===== src/rtl/loop_nest_indexer.sv =====
module loop_nest_indexer #(
  parameter int NLP = 3,
  parameter int DW  = 8
) (
  input  logic              clk,
  input  logic              rst,
  input  logic              body_done,
  input  logic [NLP*DW-1:0] bound_i,
  input  logic [NLP*DW-1:0] stride_i,
  output logic [NLP*DW-1:0] idx_o,
  output logic              done_o
);
  localparam int W  = NLP * DW;
  localparam int SW = DW + 1;

  logic [W-1:0]      idx_q, idx_d;
  logic              done_q;
  logic [NLP*SW-1:0] sums;
  logic [NLP-1:0]    fits;
  logic [NLP:0]      any_in;

  assign any_in[NLP] = 1'b0;

  genvar g;
  generate
    for (g = 0; g < NLP; g++) begin : lvl
      assign sums[g*SW +: SW] = {1'b0, idx_q[g*DW +: DW]} + {1'b0, stride_i[g*DW +: DW]};
      assign fits[g]          = sums[g*SW +: SW] < {1'b0, bound_i[g*DW +: DW]};
      assign any_in[g]        = |fits[NLP-1:g];
      assign idx_d[g*DW +: DW] = !any_in[g]                ? '0 :
                                 (fits[g] && !any_in[g+1]) ? sums[g*SW +: DW] :
                                                             idx_q[g*DW +: DW];
    end
  endgenerate

  always_ff @(posedge clk) begin
    if (rst) begin
      idx_q  <= '0;
      done_q <= 1'b0;
    end else if (body_done && !done_q) begin
      idx_q <= idx_d;
      if (!any_in[0]) done_q <= 1'b1;
    end
  end

  assign idx_o  = idx_q;
  assign done_o = done_q;
endmodule


===== config.mk =====
export PLATFORM = sky130hd
export DESIGN_NAME = loop_nest_indexer
export DESIGN_NICKNAME = d
export VERILOG_FILES = /design/src/rtl/loop_nest_indexer.sv
export SDC_FILE = /design/constraint.sdc
export NUM_CORES = 1
export LEC_CHECK = 0
export ABC_AREA = 1
export BUFFER_PORTS_ARGS = -buffer_cell sky130_fd_sc_hd__buf_4
export CORE_ASPECT_RATIO = 0.5
export CORE_UTILIZATION = 52
export CTS_CLUSTER_DIAMETER = 150
export DETAILED_ROUTE_END_ITERATION = 16
export PLACE_DENSITY = 0.87
export SYNTH_ARGS = -nofsm -noshare
export SYNTH_HDL_FRONTEND = slang
export SYNTH_SLANG_ARGS = --single-unit
export TNS_END_PERCENT = 20

===== constraint.sdc =====
create_clock -name clk -period 3.3 [get_ports clk]
set_clock_uncertainty 0.1 [all_clocks]
set_input_delay 0 -clock clk [delete_from_list [all_inputs] [get_ports clk]]
set_output_delay 0 -clock clk [all_outputs]
set_load 0.03 [all_outputs]

Word level (Yosys, flattened, before mapping). Index checks and enable logic that the tools add are counted.

$add $sub $neg: 3. Magnitude comparators: 3. Equal/unequal tests: 2. Multiplexer cells: 5. Bitwise operators: 1. Reductions and logical operators: 11.

Operator list (count): 2-to-1 mux 8 bit (5); adder 8 x 8 -> 9 bit (3); less-than comparator 9 x 8 -> 1 bit (3); AND reduction 2 bit (3); != test 2 x 1 -> 1 bit, second input constant (2); logical AND 1 bit (3); zero test 1 bit (3); OR reduction 3 bit (1); OR reduction 2 bit (1); inverter 1 bit (1).

Register bits after elaboration: 25. Input bits: 51. Output and inout bits: 25. Word-level logic and storage cells: 29.

Logic depth before layout (Yosys ltp). Gate-level depths: netlist of the first run.

Word-level depth: 7. Gate-level depth with buffers: 18. Depth with buffers taken out: 18.

Worst setup path before layout of the first run. No wires, ideal clock.

Path type: register -> register. Start point: register idx_q[16] (netlist: idx_o[16]). End point: register idx_q[1] (netlist: idx_o[1]). Library setup time: 0.132 ns. Arrival time: 2.618 ns. Slack: 0.450 ns. Cell stages (with the launch flop): 18. Path buffers: 0. Clock period less this slack: 2.850 ns. Path through: dfxtp_1 ha_1 fa_1 nand3_1 nand2_2 xor2_1 ha_1 nand2_1 nor2_1 nand2_1 nand3_1 nand2_1 nand2_1 nand2_1 a21oi_4 nand2_1 nand2_1 a21oi_1.

Word-level cells in the longest chain between the ends: 7. Elaborated cells on any way between the ends: 9. Those cells by class: add/sub (1); order compare (1); eq/ne (1); mux (1); reduce/logical (5).

Ends and longest elaborated chain: from (decl) (line 16) `logic [W-1:0] idx_q, idx_d;`; from (signal assigned) (line 41) `idx_q <= idx_d;`; adder 8 x 8 -> 9 bit * (line 27) `assign sums[g*SW +: SW] = {1'b0, idx_q[g*DW +: DW]} + {1'b0, stride_i[g*DW +: DW]};`; less-than comparator 9 x 8 -> 1 bit * (line 28) `assign fits[g] = sums[g*SW +: SW] < {1'b0, bound_i[g*DW +: DW]};`; OR reduction 2 bit (line 29) `assign any_in[g] = |fits[NLP-1:g];`; zero test 1 bit; logical AND 1 bit (line 31) `(fits[g] && !any_in[g+1]) ? sums[g*SW +: DW] :`; != test 2 x 1 -> 1 bit (no source line); AND reduction 2 bit (no source line).

Every way passes the cells marked *; elsewhere a longest branch is shown, timed or not. A chain may end at the register's enable or synchronous reset.

Worst setup path in the final report of the first run.
Start point: register idx_q[0] (netlist: idx_o[0]). End point: register idx_q[7] (netlist: idx_o[7]).

Word-level cells in the longest chain between the ends: 5. Elaborated cells on any way between the ends: 8. Those cells by class: add/sub (1); order compare (1); eq/ne (1); mux (2); reduce/logical (3).

Ends and longest elaborated chain (line): adder 8 x 8 -> 9 bit * (27); less-than comparator 9 x 8 -> 1 bit (28); OR reduction 3 bit / logical AND 1 bit (equally long branches) (29, 31); != test 2 x 1 -> 1 bit (no source line); AND reduction 2 bit (no source line).

Every way passes the cells marked *; elsewhere a longest branch is shown, timed or not. The select of a mux whose other input is x is not followed.

==> results.md, run 1 <==
* N_diodes at 0
* Clk root buf: clkbuf_8
* Clock network power share at 0.083
* CTS sink cnt at 25
* Initial Utilization at 0.546
* Largest net degree at the start of global routing at 26
* Post-DRT Antenna Nets at 0
* CP startpoint kind: flip-flop
* Die width at 98.6 um
* Max-cap violations at 0
* Slew @ Worst Pin at 0.440 ns
* Site Rows at 17
* Status: finished, final reports clean
* Period utilisation layout at 0.916
* Die outline height at 50.3 um
* Sw Pwr at 1.17 mW
* Avg WL per Cell at 12.6 um
* Initial DRC count at 128
* Die ar. at 0.00496 sq mm
* Arrival time worst endpoint at 3.13 ns
* Worst Hold Class: primary input to flip-flop
* Final Hold Viols at 0
* Core area at between 0.004 and 0.005 sq mm
* Grt ovf at 0
* Kind of critical path: flip-flop to flip-flop
* PwrDens at a little over 700 mW/mm^2
* Warnings, synthesis at 0
* Design area at about 0.0031 sq mm
* Net Sw Frac at 0.522
* Post-synthesis sequential area ratio at 0.206
* Number of vias per cell at 5.34
* Endpoint class of the critical path: flip-flop
* DRT Pass-1 Iters at 4
* TritonCTS clock tree: done
* Avg Cell Area, Syn at 7.04 sq um
* Commonest non-fill, non-tap cell in the layout: nand2_1
* Setup violators final at 0
* WL final at 6030 um
* Final Critical Period at 3.02 ns
* Seq cells post-synth at 25
* CTS Buf Count at 3
* Unique masters post-synth at 25
* Synth Net Count at 444
* Cell Area, Synth at 0.00243 sq mm
* Leakage at 1.73 nW
* CP Data Required Time at 3.40 ns
* Clk slew on worst S/H paths at 0.10 ns
* Drt drc at 0
* Synth-to-layout area growth at 28.5%
* Max Clock Freq at roughly 330 MHz
* Internal at 1.07 mW
* H-tree Lvls at 1
* Vias post-DR at 2562
* Clk buf depth at 2
* Clk_lat worst skew at roughly 0.28 ns
* Initial antenna violation count at 0
* Final net count at around 520
* Post-CTS Setup Bufs at 0
* Max VDD drop at about 0.00034 V
* Overall global routing resource usage at 0.248
* Hold Slack at 0.0507 ns
* Combinational share of power at 0.711
* Most frequent cells in the layout: nand2_1 (94), buf_4 (75), inv_1 (49)
* Layout cells sized above 1 at 0.213
* Vias in the first global route at 2374
* Port bufs at 75
* Post-DP HPWL at roughly 5000 um
* Final Max Slew Viols at 0
* Seq pwr share at 0.206
* Crit-path max FO at 9
* RSZ-0062 raised after global routing: no
* Placed Area at 0.00305 sq mm
* Setup tns final at 0 ns
* Slew headroom at 0.707
* First-pass GRT wire length at 9870 um
* Routability cong. at 0.956
* Synthesized instance count at approximately 350
* Num ports at 76
## critical path, stage by stage, from the launching register on
cell and delay (ns):
dfxtp_1 0.35, ha_1 0.22, fa_1 0.41, nand3_1 0.10
nand2_1 0.12, a21oi_1 0.20, xor2_1 0.25, ha_1 0.29
a21oi_1 0.14, nand2_1 0.09, a21oi_2 0.39, nand4_1 0.15
a21oi_1 0.15
## path summary, 6_finish.rpt
kind / start / endpoint / slack [ns] / depth (start not counted)
min: stride_i[16] / idx_o[16]$_SDFFE_PP0P_ / 0.05 / 4
min reg2reg: idx_o[23]$_SDFFE_PP0P_ / idx_o[23]$_SDFFE_PP0P_ / 0.39 / 2
max: idx_o[0]$_SDFFE_PP0P_ / idx_o[7]$_SDFFE_PP0P_ / 0.28 / 12
max reg2reg: idx_o[0]$_SDFFE_PP0P_ / idx_o[7]$_SDFFE_PP0P_ / 0.28 / 12
## cell usage after synthesis
master    count  area [sq um]
a211oi_1      2          15.0
a21o_1        1          7.51
a21oi_1      46           230
a21oi_2       2          17.5
a21oi_4       1          16.3
a31oi_1       3          18.8
buf_1         1          3.75
buf_6         1          11.3
clkbuf_1      2          7.51
dfxtp_1      25           500
fa_1          3          60.1
ha_1         45           563
inv_1        49           184
nand2_1      95           357
nand2_2       4          25.0
nand3_1      23           115
nand4_1      13          81.3
nor2_1        6          22.5
nor2_2        1          6.26
nor2_4        1          11.3
o211ai_1      3          22.5
o21ai_0       1          5.00
o21bai_1      1          7.51
xnor2_1       4          35.0
xor2_1       12           105
## flip-flops by register name, indices dropped and copies added (netlist names)
signal	count
idx_o	24
done_o	1
## cells by family after synthesis
family          synth area share
compound gates             0.140
xor+xnor                  0.0577
fa+ha+maj                  0.257
buf+inv                   0.0850
flops                      0.206
simple gates               0.255
## layer usage
metal  track usage  up-vias  share of wire
met3        0.0446        4          0.055
met4        0.0473        0         0.0068
met2         0.455       69           0.49
li1              -     1310              -
met5             0        -              0
met1         0.310     1179           0.45
## per-stage QoR
| step | utilization | cells | power (mW) | worst slack [ns] |
|---|---|---|---|---|
| after floorplan | - | 345 | 1.60 | 0.450 |
| after global placement | 0.686 | 474 | 1.96 | 0.418 |
| after detailed placement | 0.686 | 474 | 2.03 | 0.255 |
| after CTS | 0.701 | 480 | 2.23 | 0.227 |
| after global routing | 0.702 | 480 | 2.45 | 0.0262 |
| final | 0.702 | 480 | 2.24 | 0.276 |
## final cells by class
cell class / count / area, sq um
Fill cell: 364 / 1330
Tap cell: 57 / 71.3
Sequential cell: 25 / 500
Inverter: 49 / 184
Timing Repair Buffer: 78 / 594
Clock inverter: 1 / 5.00
Clock buffer: 3 / 41.3
Multi-Input combinational cell: 267 / 1720
## repair_timing
action | in CTS | in global routing
setup endpoints to repair | 0 | 7
gates resized for setup | 0 | 2
endpoints found under the hold margin | 21 | 0
hold buffers | 2 | 0
## power by group through the flow
stage,Clock (mW),Combinational (mW),Sequential (mW)
3_5_place_dp,0,1.57,0.467
5_1_grt,0.207,1.77,0.472
2_1_floorplan,0,0.985,0.617
6_report,0.186,1.59,0.460
4_1_cts,0.193,1.58,0.461
3_3_place_gp,0,1.50,0.465
Power figures use the tool's default switching activity.
==> inputs of run 2 (changes only) <==
--- a/config.mk
+++ b/config.mk
@@ -12,6 +12,7 @@
 export CTS_CLUSTER_DIAMETER = 150
 export DETAILED_ROUTE_END_ITERATION = 16
 export PLACE_DENSITY = 0.87
+export SETUP_SLACK_MARGIN = 0.4
 export SYNTH_ARGS = -nofsm -noshare
 export SYNTH_HDL_FRONTEND = slang
 export SYNTH_SLANG_ARGS = --single-unit
==> run 2 against run 1 <==
Against the previous run: critical path depth increased by 5; die area unchanged; setup slack improved by 0.055 ns; sequential share of layout area decreased by 0.99 points; register-to-register slack improved by 0.05 ns; non-clock buffer count increased by 10; final cell count increased by 2.3%; largest cell class unchanged.
==> results.md, run 2 (same netlist as run 1, synthesis figures left out) <==
* Avg WL per Cell at 14.2 um (+13%)
* Layout cells sized above 1 at 0.288 (+0.0753)
* N_diodes at 0 (unchanged)
* Grt ovf at 0 (unchanged)
* Port bufs at 75 (unchanged)
* Vias post-DR at 2701 (+5.4%)
* Worst Hold Class: primary input to flip-flop
* Kind of critical path: flip-flop to flip-flop
* First-pass GRT wire length at 10100 um (+2.0%)
* Leakage at 1.81 nW (+4.5%)
* Synth-to-layout area growth at 37.7%
* Sw Pwr at 1.34 mW (+15%)
* Clk_lat worst skew at 0.28 ns (about the same)
* Initial antenna violation count at 0 (unchanged)
* Clk buf depth at 2 (unchanged)
* Period utilisation layout at 0.900 (-0.0165)
* Final Max Slew Viols at 0 (unchanged)
* CP startpoint kind: flip-flop
* TritonCTS clock tree: done
* CP cell instances: ha_1, fa_2, nand3_1, nand2_2, xor2_2, ha_1, nand2_1, nor2_1, o21ai_0, nand3_1, nand2_1, nand2_1, nand2_1, nand2_4, buf_4, nand4_1, a21oi_1
* Largest net degree at the start of global routing at 26 (unchanged)
* Overall global routing resource usage at 0.252 (+0.00434)
* Die width at 98.6 um (unchanged)
* Post-DRT Antenna Nets at 0 (unchanged)
* Status: finished, final reports clean
* H-tree Lvls at 1 (unchanged)
* CTS Buf Count at 3 (unchanged)
* Setup tns final at 0 ns (unchanged)
* Crit-path max FO at 5 (-4)
* DRT Pass-1 Iters at 5 (+1)
* Endpoint class of the critical path: flip-flop
* Combinational share of power at 0.747 (+0.036)
* Internal at 1.25 mW (+17%)
* Vias in the first global route at 2405 (+1.3%)
* WL final at 6960 um (+15%)
* Max stage delay on crit path at 0.38 ns (-0.03 ns)
* Die outline height at 50.3 um (unchanged)
* Slew headroom at 0.790 (+0.0835)
* Arrival time worst endpoint at 3.08 ns (-0.05 ns)
* Site Rows at 17 (unchanged)
* Drt drc at 0 (unchanged)
* Final Util at 0.752 (+0.0501)
* Crit-path most repeated cell: nand2_1
* Setup violators final at 0 (unchanged)
* Final net count at 534 (+2.1%)
* Initial DRC count at 132 (+3.1%)
* Placed Area at 0.00305 sq mm (unchanged)
* Number of vias per cell at 5.50 (+3.1%)
* Critical path's slowest cell: fa_2
* Max-cap violations at 0 (unchanged)
* Final Hold Viols at 0 (unchanged)
* Seq pwr share at 0.179 (-0.027)
* Initial Utilization at 0.546 (unchanged)
* Max VDD drop at 0.000381 V (+11%)
* Max Clock Freq at 337 MHz (+1.8%)
* Post-route setup slack at 0.331 ns (+0.0545 ns)
* CP Data Required Time at 3.41 ns (about the same)
* Slew @ Worst Pin at 0.313 ns (-0.127 ns)
* Most frequent cells in the layout: nand2_1 (89), buf_4 (82), inv_1 (48)
* Max reg flops at 24 (unchanged)
* Commonest non-fill, non-tap cell in the layout: nand2_1
* Die ar. at 0.00496 sq mm (unchanged)
* Routability cong. at 0.956 (unchanged)
* CTS sink cnt at 25 (unchanged)
* PwrDens at 774 mW/mm^2 (+7.9%)
* Final Critical Period at 2.97 ns (-0.0545 ns)
* Overall power at 2.59 mW (+16%)
* Post-DP HPWL at 5000 um (unchanged)
* Core area at 0.00445 sq mm (unchanged)
* Clk slew on worst S/H paths at 0.10 ns (about the same)
* Net Sw Frac at 0.517 (-0.00453)
* RSZ-0062 raised after global routing: yes
* Clock network power share at 0.073 (-0.010)
* Num ports at 76 (unchanged)
* DP Worst Slack at 0.255 ns (unchanged)
* Clk root buf: clkbuf_8
* Design area at 0.00334 sq mm (+7.1%)
==> run 2: path summary, 6_finish.rpt <==
check | slack (ns) | end | cells after the start | start
setup / recovery | 0.33 | idx_o[1]$_SDFFE_PP0P_ | 17 | idx_o[8]$_SDFFE_PP0P_
hold / removal | 0.03 | idx_o[16]$_SDFFE_PP0P_ | 4 | stride_i[16]
hold reg to reg | 0.39 | idx_o[18]$_SDFFE_PP0P_ | 2 | idx_o[18]$_SDFFE_PP0P_
setup reg to reg | 0.33 | idx_o[1]$_SDFFE_PP0P_ | 17 | idx_o[8]$_SDFFE_PP0P_
==> run 2: per-layer routing <==
| metal | track usage | routed length, um | up-vias |
|---|---|---|---|
| met1 | 0.317 | 2930 | 1239 |
| met4 | 0.0448 | 134 | 0 |
| met3 | 0.0404 | 436 | 14 |
| met2 | 0.466 | 3460 | 118 |
| li1 | - | - | 1330 |
| met5 | 0 | 0 | - |
==> run 2: layout make-up <==
class,instances,area (sq um)
Inverter,49,184
Clock inverter,1,5.00
Timing Repair Buffer,88,693
Multi-Input combinational cell,268,1850
Clock buffer,3,41.3
Sequential cell,25,503
Fill cell,315,1100
Tap cell,57,71.3
==> run 2: through the flow <==
step | hold WS (ns) | cells
finish | 0.0325 | 491
global route | 0.0377 | 491
CTS | 0.0505 | 484
detailed placement | 0.182 | 474
global placement | 0.178 | 474
floorplan | 0.0428 | 345
==> run 2: power groups by stage <==
stage,sequential [mW],clock (mW),combinational [mW]
floorplan,0.617,0,0.985
global placement,0.465,0,1.50
detailed placement,0.467,0,1.57
CTS,0.461,0.193,1.68
global route,0.476,0.206,2.09
finish,0.465,0.190,1.93
==> run 2: repair_timing <==
item | 4_1_cts | 5_1_grt
gates resized for setup | 9 | 28
buffers inserted | 3 | 6
cloned | 1 | 1
hold buffers | 2 | 0
endpoints found under the setup margin | 17 | 25
pin swaps | 1 | 6
endpoints found under the hold margin | 22 | 0
==> run 2: critical path: cells and delay by family (launching register included) <==
kind,cells,cell delay (ns)
AO/OA/AOI/OAI,2,0.29
XOR/XNOR,1,0.17
adder cells (fa/ha/maj),3,0.93
buffers and inverters,1,0.16
flip-flops,1,0.34
AND/OR/NAND/NOR,10,0.90
==> inputs of run 3 (changes only) <==
--- a/config.mk
+++ b/config.mk
@@ -8,10 +8,10 @@
 export ABC_AREA = 1
 export BUFFER_PORTS_ARGS = -buffer_cell sky130_fd_sc_hd__buf_4
 export CORE_ASPECT_RATIO = 0.5
-export CORE_UTILIZATION = 52
+export CORE_UTILIZATION = 55
 export CTS_CLUSTER_DIAMETER = 150
 export DETAILED_ROUTE_END_ITERATION = 16
-export PLACE_DENSITY = 0.87
+export PLACE_DENSITY = 0.91
 export SETUP_SLACK_MARGIN = 0.4
 export SYNTH_ARGS = -nofsm -noshare
 export SYNTH_HDL_FRONTEND = slang
==> constraint.sdc (replaced) <==
create_clock -name clk -period 3.5 [get_ports clk]
set_clock_uncertainty 0.1 [all_clocks]
set_input_delay 0.175 -clock clk [delete_from_list [all_inputs] [get_ports clk]]
set_output_delay 0.175 -clock clk [all_outputs]
set_load 0.03 [all_outputs]
==> run 3 against run 2 <==
Against the previous run: power fell by 12%; critical path type unchanged; die area fell by 5.3%; worst hold slack improved by 0.036 ns; highest routed layer unchanged.
==> results.md, run 3 (same netlist as run 1, synthesis figures left out) <==
* Multi-input gate area at 0.00183 sq mm (-0.68%)
* Clk_lat worst skew at 0.28 ns (about the same)
* Die width at 96.0 um (-2.7%)
* CTS Buf Count at 3 (unchanged)
* Critical path's slowest cell: fa_2
* Internal at 1.09 mW (-13%)
* CP startpoint kind: flip-flop
* RSZ-0062 raised after global routing: yes
* Drt drc at 0 (unchanged)
* Status: finished, final reports clean
* Clock network power share at 0.076 (+0.003)
* Hold Slack at 0.0689 ns (+0.0365 ns)
* Crit-path max FO at 8 (+3)
* Num ports at 76 (unchanged)
* CP Data Required Time at 3.56 ns (+0.15 ns)
* Initial DRC count at 81 (-39%)
* Final net count at 526 (-1.5%)
* Setup tns final at 0 ns (unchanged)
* Vias post-DR at 2644 (-2.1%)
* Final Critical Period at 3.03 ns (+0.0571 ns)
* Setup violators final at 0 (unchanged)
* Clk slew on worst S/H paths at 0.09 ns (about the same)
* First-pass GRT wire length at 10200 um (+1.7%)
* Period utilisation layout at 0.865 (-0.0351)
* Vias in the first global route at 2411 (+0.25%)
* WL final at 6630 um (-4.8%)
* TritonCTS clock tree: done
* Leakage at 1.75 nW (-2.9%)
* Max-cap violations at 0 (unchanged)
* Max stage delay on crit path at 0.41 ns (+0.03 ns)
* Fill cells at 279 (-11%)
* Max VDD drop at 0.000388 V (+1.7%)
* Avg WL per Cell at 13.8 um (-2.6%)
* Post-DRT Antenna Nets at 0 (unchanged)
* Most frequent cells in the layout: nand2_1 (90), buf_4 (79), inv_1 (48)
* Slew headroom at 0.746 (-0.0439)
* CP cell instances: ha_4, fa_2, nand3_2, nand2_4, xor2_2, ha_1, nand2_2, nor2_2, nand2_1, nand3_1, nand2_1, nand2_1, nand2_2, a21oi_4, clkinvlp_4, nand2_1, a21oi_1
* Die outline height at 49.0 um (-2.7%)
* Seq. cell area at 502 sq um (-0.25%)
* N_diodes at 0 (unchanged)
* Max reg flops at 24 (unchanged)
* Initial Utilization at 0.598 (+0.0513)
* Clk buf depth at 2 (unchanged)
* Combinational share of power at 0.729 (-0.018)
* Sw Pwr at 1.19 mW (-11%)
* Worst Hold Class: primary input to flip-flop
* Initial antenna violation count at 0 (unchanged)
* Number of vias per cell at 5.51 (+0.13%)
* DRT Pass-1 Iters at 5 (unchanged)
* PwrDens at 701 mW/mm^2 (-9.5%)
* CTS sink cnt at 25 (unchanged)
* Seq pwr share at 0.195 (+0.016)
* Port bufs at 75 (unchanged)
* Slew @ Worst Pin at 0.378 ns (+0.0654 ns)
* Largest net degree at the start of global routing at 26 (unchanged)
* Layout cells sized above 1 at 0.258 (-0.0298)
* Synth-to-layout area growth at 33.8%
* Grt ovf at 0 (unchanged)
* Endpoint class of the critical path: flip-flop
* Overall global routing resource usage at 0.276 (+0.0239)
* Post-DP HPWL at 5130 um (+2.5%)
* Routability cong. at 0.894 (-6.5%)
* Commonest non-fill, non-tap cell in the layout: nand2_1
* Final Hold Viols at 0 (unchanged)
* Kind of critical path: flip-flop to flip-flop
* Core area at 0.00406 sq mm (-8.6%)
* Final Util at 0.800 (+0.0478)
* Die ar. at 0.00470 sq mm (-5.3%)
* Arrival time worst endpoint at 3.08 ns (about the same)
* Final Max Slew Viols at 0 (unchanged)
* Net Sw Frac at 0.523 (+0.00592)
* Max Clock Freq at 330 MHz (-1.9%)
* H-tree Lvls at 1 (unchanged)
* Overall power at 2.28 mW (-12%)
* Post-CTS Hold Buffers at 0 (-2)
* Clk root buf: clkbuf_8
* Crit-path most repeated cell: nand2_1
* Site Rows at 16 (-1)
-- run 3: worst max-delay path: cells and delay by family (launching register included) --
kind / cells / cell delay, ns
AND/OR/NAND/NOR: 10 / 0.74
flip-flops: 1 / 0.34
XOR/XNOR: 1 / 0.16
adder cells (fa/ha/maj): 3 / 0.91
buffers and inverters: 1 / 0.28
AO/OA/AOI/OAI: 2 / 0.37
-- run 3: through the flow --
step | std cells | area, sq um | setup slack [ns]
6_report | 480 | 3250 | 0.474
5_1_grt | 480 | 3250 | 0.297
4_1_cts | 475 | 3090 | 0.458
3_5_place_dp | 471 | 3040 | 0.490
3_3_place_gp | 471 | 3040 | 0.601
2_1_floorplan | 345 | 2430 | 0.650
-- run 3: power by group through the flow --
stage	clock network (mW)	registers (mW)	logic, mW
3_3_place_gp	0	0.438	1.42
5_1_grt	0.191	0.452	1.83
2_1_floorplan	0	0.582	0.929
3_5_place_dp	0	0.443	1.48
6_report	0.173	0.443	1.66
4_1_cts	0.175	0.437	1.49
-- run 3: final timing paths --
check                                 to  slack [ns]  depth (start not counted)                   start
setup / recovery  idx_o[13]$_SDFFE_PP0P_        0.47                         17  idx_o[16]$_SDFFE_PP0P_
hold / removal       done_o$_SDFFE_PP0P_        0.07                          3               body_done
setup reg to reg  idx_o[13]$_SDFFE_PP0P_        0.47                         17  idx_o[16]$_SDFFE_PP0P_
hold reg to reg    idx_o[7]$_SDFFE_PP0P_        0.39                          2   idx_o[7]$_SDFFE_PP0P_
-- run 3: cell type report --
class                           count  area share
Inverter                           49      0.0577
Tap cell                           54      0.0208
Sequential cell                    25       0.154
Timing Repair Buffer               81       0.189
Multi-Input combinational cell    267       0.564
Clock buffer                        4      0.0139
-- run 3: per-layer routing --
metal / routed length [um] / share of wire / track usage
met5: 0 / 0 / 0
met4: 142 / 0.021 / 0.0896
met2: 3420 / 0.52 / 0.501
met3: 316 / 0.048 / 0.0530
met1: 2750 / 0.41 / 0.326
-- run 3: what timing repair did --
item,in CTS,in global routing
setup endpoints to repair,0,25
resized for setup,0,25
setup buffers,0,5
